### config.mk
export PLATFORM = sky130hd
export DESIGN_NAME = lvl_irq_ctrl
export DESIGN_NICKNAME = d
export VERILOG_FILES = /design/src/rtl/irqmap_pkg.sv /design/src/rtl/irq_ctrl_reg.sv /design/src/rtl/irq_level_path.sv /design/src/rtl/lvl_irq_ctrl.sv
export SDC_FILE = /design/constraint.sdc
export NUM_CORES = 1
export LEC_CHECK = 0
export ABC_CLOCK_PERIOD_IN_PS = 1500
export BUFFER_PORTS_ARGS = -buffer_cell sky130_fd_sc_hd__buf_2
export CORE_MARGIN = 2
export CORE_UTILIZATION = 42
export CTS_CLUSTER_SIZE = 28
export DETAILED_ROUTE_END_ITERATION = 10
export PLACE_DENSITY = 0.78
export SLEW_MARGIN = 20
export SYNTH_ARGS = -nofsm -noshare
export SYNTH_HDL_FRONTEND = slang
export SYNTH_HIERARCHICAL = 1
export SYNTH_SLANG_ARGS = --single-unit
### constraint.sdc
create_clock -name clk -period 1.5 [get_ports clk]
set_input_delay 0.3 -clock clk [delete_from_list [all_inputs] [get_ports clk]]
set_output_delay 0.3 -clock clk [all_outputs]
set_load 0.1 [all_outputs]
### src/rtl/irqmap_pkg.sv
package irqmap_pkg;
  localparam int NUM_SRC   = 8;
  localparam int NUM_LVL   = 16;
  localparam int LVL_W     = $clog2(NUM_LVL);
  localparam int REG_W     = 8;
  localparam logic [REG_W-1:0] WR_MASK   = 8'hBF;
  localparam logic [REG_W-1:0] RESET_VAL = 8'h01;
  localparam int EN_BIT    = 0;

  typedef struct packed {
    logic wrStrobe;
    logic wrEnable;
    logic curEnable;
  } ctrlStrobe_t;

  // Fixed source-to-level lookup; level 0 marks an unused source.
  function automatic logic [LVL_W-1:0] srcLevel(input int idx);
    case (idx)
      1:       return 4'd1;
      2:       return 4'd4;
      3:       return 4'd6;
      4:       return 4'd8;
      5:       return 4'd10;
      7:       return 4'd14;
      default: return 4'd0;
    endcase
  endfunction
endpackage

### src/rtl/irq_ctrl_reg.sv
module irq_ctrl_reg
  import irqmap_pkg::*;
(
  input  logic             clk,
  input  logic             rst_n,
  input  logic             busWrEn,
  input  logic [REG_W-1:0] busWrData,
  output logic [REG_W-1:0] ctrlReg,
  output ctrlStrobe_t      strobes
);
  always_ff @(posedge clk or negedge rst_n) begin
    if (!rst_n)       ctrlReg <= RESET_VAL;
    else if (busWrEn) ctrlReg <= busWrData & WR_MASK;
  end

  always_comb begin
    strobes.wrStrobe  = busWrEn;
    strobes.wrEnable  = busWrData[EN_BIT];
    strobes.curEnable = ctrlReg[EN_BIT];
  end

  p_bit6_clear_r2: assert property (@(posedge clk) disable iff (!rst_n)
    busWrEn |=> !ctrlReg[6]);
  p_write_lands_r2: assert property (@(posedge clk) disable iff (!rst_n)
    busWrEn |=> ctrlReg[EN_BIT] == $past(busWrData[EN_BIT]));
  p_hold_r2: assert property (@(posedge clk) disable iff (!rst_n)
    !busWrEn |=> $stable(ctrlReg));
endmodule

### src/rtl/irq_level_path.sv
module irq_level_path
  import irqmap_pkg::*;
(
  input  logic               clk,
  input  logic               rst_n,
  input  logic [NUM_SRC-1:0] srcIrq,
  input  ctrlStrobe_t        strobes,
  output logic [NUM_SRC-1:0] pending,
  output logic [NUM_LVL-1:0] levelVec,
  output logic [LVL_W-1:0]   topIdx
);
  logic [NUM_SRC-1:0] validMask;
  logic [NUM_LVL-1:0] levelNext;
  logic [LVL_W-1:0]   topNext;
  logic               enableNext;

  for (genvar g = 0; g < NUM_SRC; g++) begin : gen_mask
    assign validMask[g] = (srcLevel(g) != '0);
  end

  assign enableNext = strobes.wrStrobe ? strobes.wrEnable : strobes.curEnable;

  always_comb begin
    levelNext = '0;
    for (int i = 0; i < NUM_SRC; i++)
      if (validMask[i] && srcIrq[i] && enableNext)
        levelNext[srcLevel(i)] = 1'b1;
    topNext = '0;
    for (int j = 0; j < NUM_LVL; j++)
      if (levelNext[j]) topNext = LVL_W'(j);
  end

  always_ff @(posedge clk or negedge rst_n) begin
    if (!rst_n) begin
      pending  <= '0;
      levelVec <= '0;
      topIdx   <= '0;
    end else begin
      pending  <= srcIrq & validMask;
      levelVec <= levelNext;
      topIdx   <= topNext;
    end
  end

  p_ignored_r4: assert property (@(posedge clk) disable iff (!rst_n)
    !pending[0] && !pending[6] && !levelVec[0]);
  p_follow_r3: assert property (@(posedge clk) disable iff (!rst_n)
    srcIrq[7] |=> pending[7]);
  p_dark_r7: assert property (@(posedge clk) disable iff (!rst_n)
    !enableNext |=> (levelVec == '0) && (topIdx == '0));
  p_top_zero_r8: assert property (@(posedge clk) disable iff (!rst_n)
    (levelVec == '0) |-> (topIdx == '0));
  p_top_set_r8: assert property (@(posedge clk) disable iff (!rst_n)
    (levelVec != '0) |-> levelVec[topIdx]);
endmodule

### src/rtl/lvl_irq_ctrl.sv
module lvl_irq_ctrl
  import irqmap_pkg::*;
(
  input  logic        clk,
  input  logic        rst_n,
  input  logic [7:0]  srcIrq,
  input  logic        busWrEn,
  input  logic [7:0]  busWrData,
  output logic [7:0]  busRdData,
  output logic [7:0]  pendStatus,
  output logic [15:0] levelOut,
  output logic [3:0]  topLevel
);
  ctrlStrobe_t strobes;

  irq_ctrl_reg u_ctrl (
    .clk       (clk),
    .rst_n     (rst_n),
    .busWrEn   (busWrEn),
    .busWrData (busWrData),
    .ctrlReg   (busRdData),
    .strobes   (strobes)
  );

  irq_level_path u_path (
    .clk      (clk),
    .rst_n    (rst_n),
    .srcIrq   (srcIrq),
    .strobes  (strobes),
    .pending  (pendStatus),
    .levelVec (levelOut),
    .topIdx   (topLevel)
  );
endmodule

==> metrics.yaml <==
outcome:
  outcome: "finished, final reports clean"
clock_tree:
  cts_tree: "built"
  cts_max_level: 1
  clk_latency_ns: 0.29
  numClockSinks: 23
  cts-resized-gates: 0
  cts_setup_buffers: 0
  cts_made_buffers: 3
  cts_buffer_depth: 2
  cts-root-buf: "clkbuf_4"
  clk_pin_slew_worst_paths_ns: 0.11
  holdBufCountCts: 1
global_routing:
  grt_pass1_vias: 519
  grt_overflow_total: 0
  grt_usage_pct: 11.48
  antenna_found_initial: 0
  grt_max_degree: 24
  grt_pass1_wl_um: 2235
floorplan:
  die_x_um: 51.18
  rows: 17
  core_area_um2: 2148
  die-height_um: 51.18
  dieArea_um2: 2619
  pin_count: 55
  start_util_pct: 43.51
worst_hold_path:
  hp-class: "primary input to register"
  min-delay-start: "srcIrq[1]"
critical_path:
  worstReg2RegStart: "u_ctrl/ctrlReg[0]"
  cp_cell_sequence: "buf_12"
  cp.arrival_ns: 1.08
  path_buf_inv: 1
  cp-startpoint: "u_ctrl/ctrlReg[0]"
  cp.depth: 1
  cpLargestDelayFamily: "flip-flops"
  critPathMaxStageDelay_ns: 0.60
  rr_endpoint: "u_path/levelVec[10]"
  crit_type: "register to output port"
  start_kind: "register"
  required_ns: 1.20
  end_kind: "output port"
  ff2ff_setup_slack_ns: 0.45
  r2r_cells: 3
  crit_slowest_cell: "dfstp_2"
  critPathMaxFanout: 3
  endpoint: "busRdData[0]"
route:
  routed-wl-met3_um: 179
  wl_met1_um: 511
  wl_met2_um: 781
  drt-total-wl_um: 1472
  wl_per_cell_um: 11.07
  ant_nets: 0
  drt-initial-drc-count: 5
  drc_errors: 0
  top_layer: "met3"
  route.vias.total: 562
  routed_via_density: 4.226
  dr.pass1.iters: 4
finish:
  synthToLayoutAreaGrowth_pct: 21.55
  drive_above_1_share_pct: 50.48
  fin_nets: 125
  finish.utilization_pct: 52.88
  antenna_cells: 0
  n_fill_cell: 199
  fin_cells: 133
sta:
  finClkSkew_ns: 0.004050
  tns_ns: 0
  drv_slew: 0
  fin_crit_sh_pct: 91.92
  rsz0062_at_grt: "false"
  fin_crit_ns: 1.379
  fmax_ghz: 0.7253
  hold_slack_ns: 0.1216
  hold_viol_final: 0
  setup_viol: 0
run:
  cap_violations: 0
synth:
  netlist_area_um2: 934.6
  syn_inst: 66
  ys_ff_latch: 23
  ys_seq_area_share_pct: 61.71
  avgSynthCellArea_um2: 14.16
  synth_top_area_cell: "dfrtp_1"
  netlist.area_leader.share_pct: 58.90
  synth_cell_types: 16
  yosysWarnings: 6
  ys_top_cells_by_area: "dfrtp_1 59%, buf_4 13%, mux2_4 11%, dfstp_2 2.8%, nor2b_1 2.7%"
pwr:
  vdd.ir_drop.worst_mv: 0.5637
  p_leak_nw: 0.6186
  power_density_nw_per_um2: 1432
placed_design:
  place_hpwl_um: 1166
  port_buffers: 38
  gp_congestion: 0.6838
  dpl.cell_count: 128
==> how the worst min path moves through the flow <==
stage / end / depth (start not counted)
2_1_floorplan: u_ctrl/ctrlReg[1] / 0
3_3_place_gp: u_ctrl/ctrlReg[4] / 1
3_5_place_dp: u_ctrl/ctrlReg[2] / 1
4_1_cts: u_path/pending[1] / 1
5_1_grt: u_path/pending[1] / 1
6_report: u_path/pending[1] / 1
==> kinds of logic after synthesis <==
family / synth area share (%)
AO/OA/AOI/OAI: 1.071
buffers and inverters: 14.46
multiplexers: 13.65
other: 0.8035
flip-flops: 61.71
AND/OR/NAND/NOR: 8.299
==> report_power, final <==
| part | leakage, nW | internal, mW | switching [mW] |
|---|---|---|---|
| logic | 0.325 | 0.105 | 0.573 |
| registers | 0.279 | 0.669 | 0.0187 |
| clock network | 0.0150 | 0.103 | 0.157 |
==> cells in the mapped netlist (all sizes together) <==
| master | number |
|---|---|
| nor2 | 4 |
| conb | 2 |
| dfrtp | 22 |
| nand2b | 1 |
| a21oi | 2 |
| inv | 1 |
| mux2 | 7 |
| and3 | 1 |
| buf | 17 |
| or3 | 1 |
| mux2i | 1 |
| dfstp | 1 |
| nor3 | 1 |
| nor2b | 5 |
==> sequential cells by signal (all words and copies together), names as in the netlist <==
register / flops
u_path/levelVec: 6
u_path/topIdx: 4
u_ctrl/ctrlReg: 7
u_path/pending: 6
==> layer usage <==
layer	GRT usage (%)	up-vias
li1	-	261
met1	12.93	267
met2	20.56	34
met3	4.094	0
met4	2.703	0
met5	0	-
==> layout make-up <==
| type | instances | area (um^2) | area share (%) |
|---|---|---|---|
| sequential | 23 | 576.8 | 50.77 |
| inverter | 1 | 3.754 | 0.3304 |
| tap | 28 | 35.03 | 3.084 |
| clock buffer | 4 | 26.28 | 2.313 |
| multi-input combinational | 36 | 264.0 | 23.24 |
| timing repair buffer | 41 | 230.2 | 20.26 |
==> per-stage QoR <==
step	instance area, um^2	setup slack (ns)	power [mW]
6_report	1136	0.1212	1.626
3_3_place_gp	1100	0.4465	1.372
4_1_cts	1136	0.1005	1.650
3_5_place_dp	1100	0.4324	1.379
5_1_grt	1136	0.06358	1.693
2_1_floorplan	975.9	0.05177	1.299
==> cells in the final DEF (no fill, tap or decap), drive strengths merged <==
cell / count
buf: 40
dfrtp: 22
conb: 13
mux2: 7
nor2b: 5
nor2: 4
clkbuf: 4
a21oi: 2
dlygate4sd3: 1
dfstp: 1
inv: 1
mux2i: 1
nand2b: 1
or3: 1
nor3: 1
and3: 1
Power figures use the tool's default switching activity.
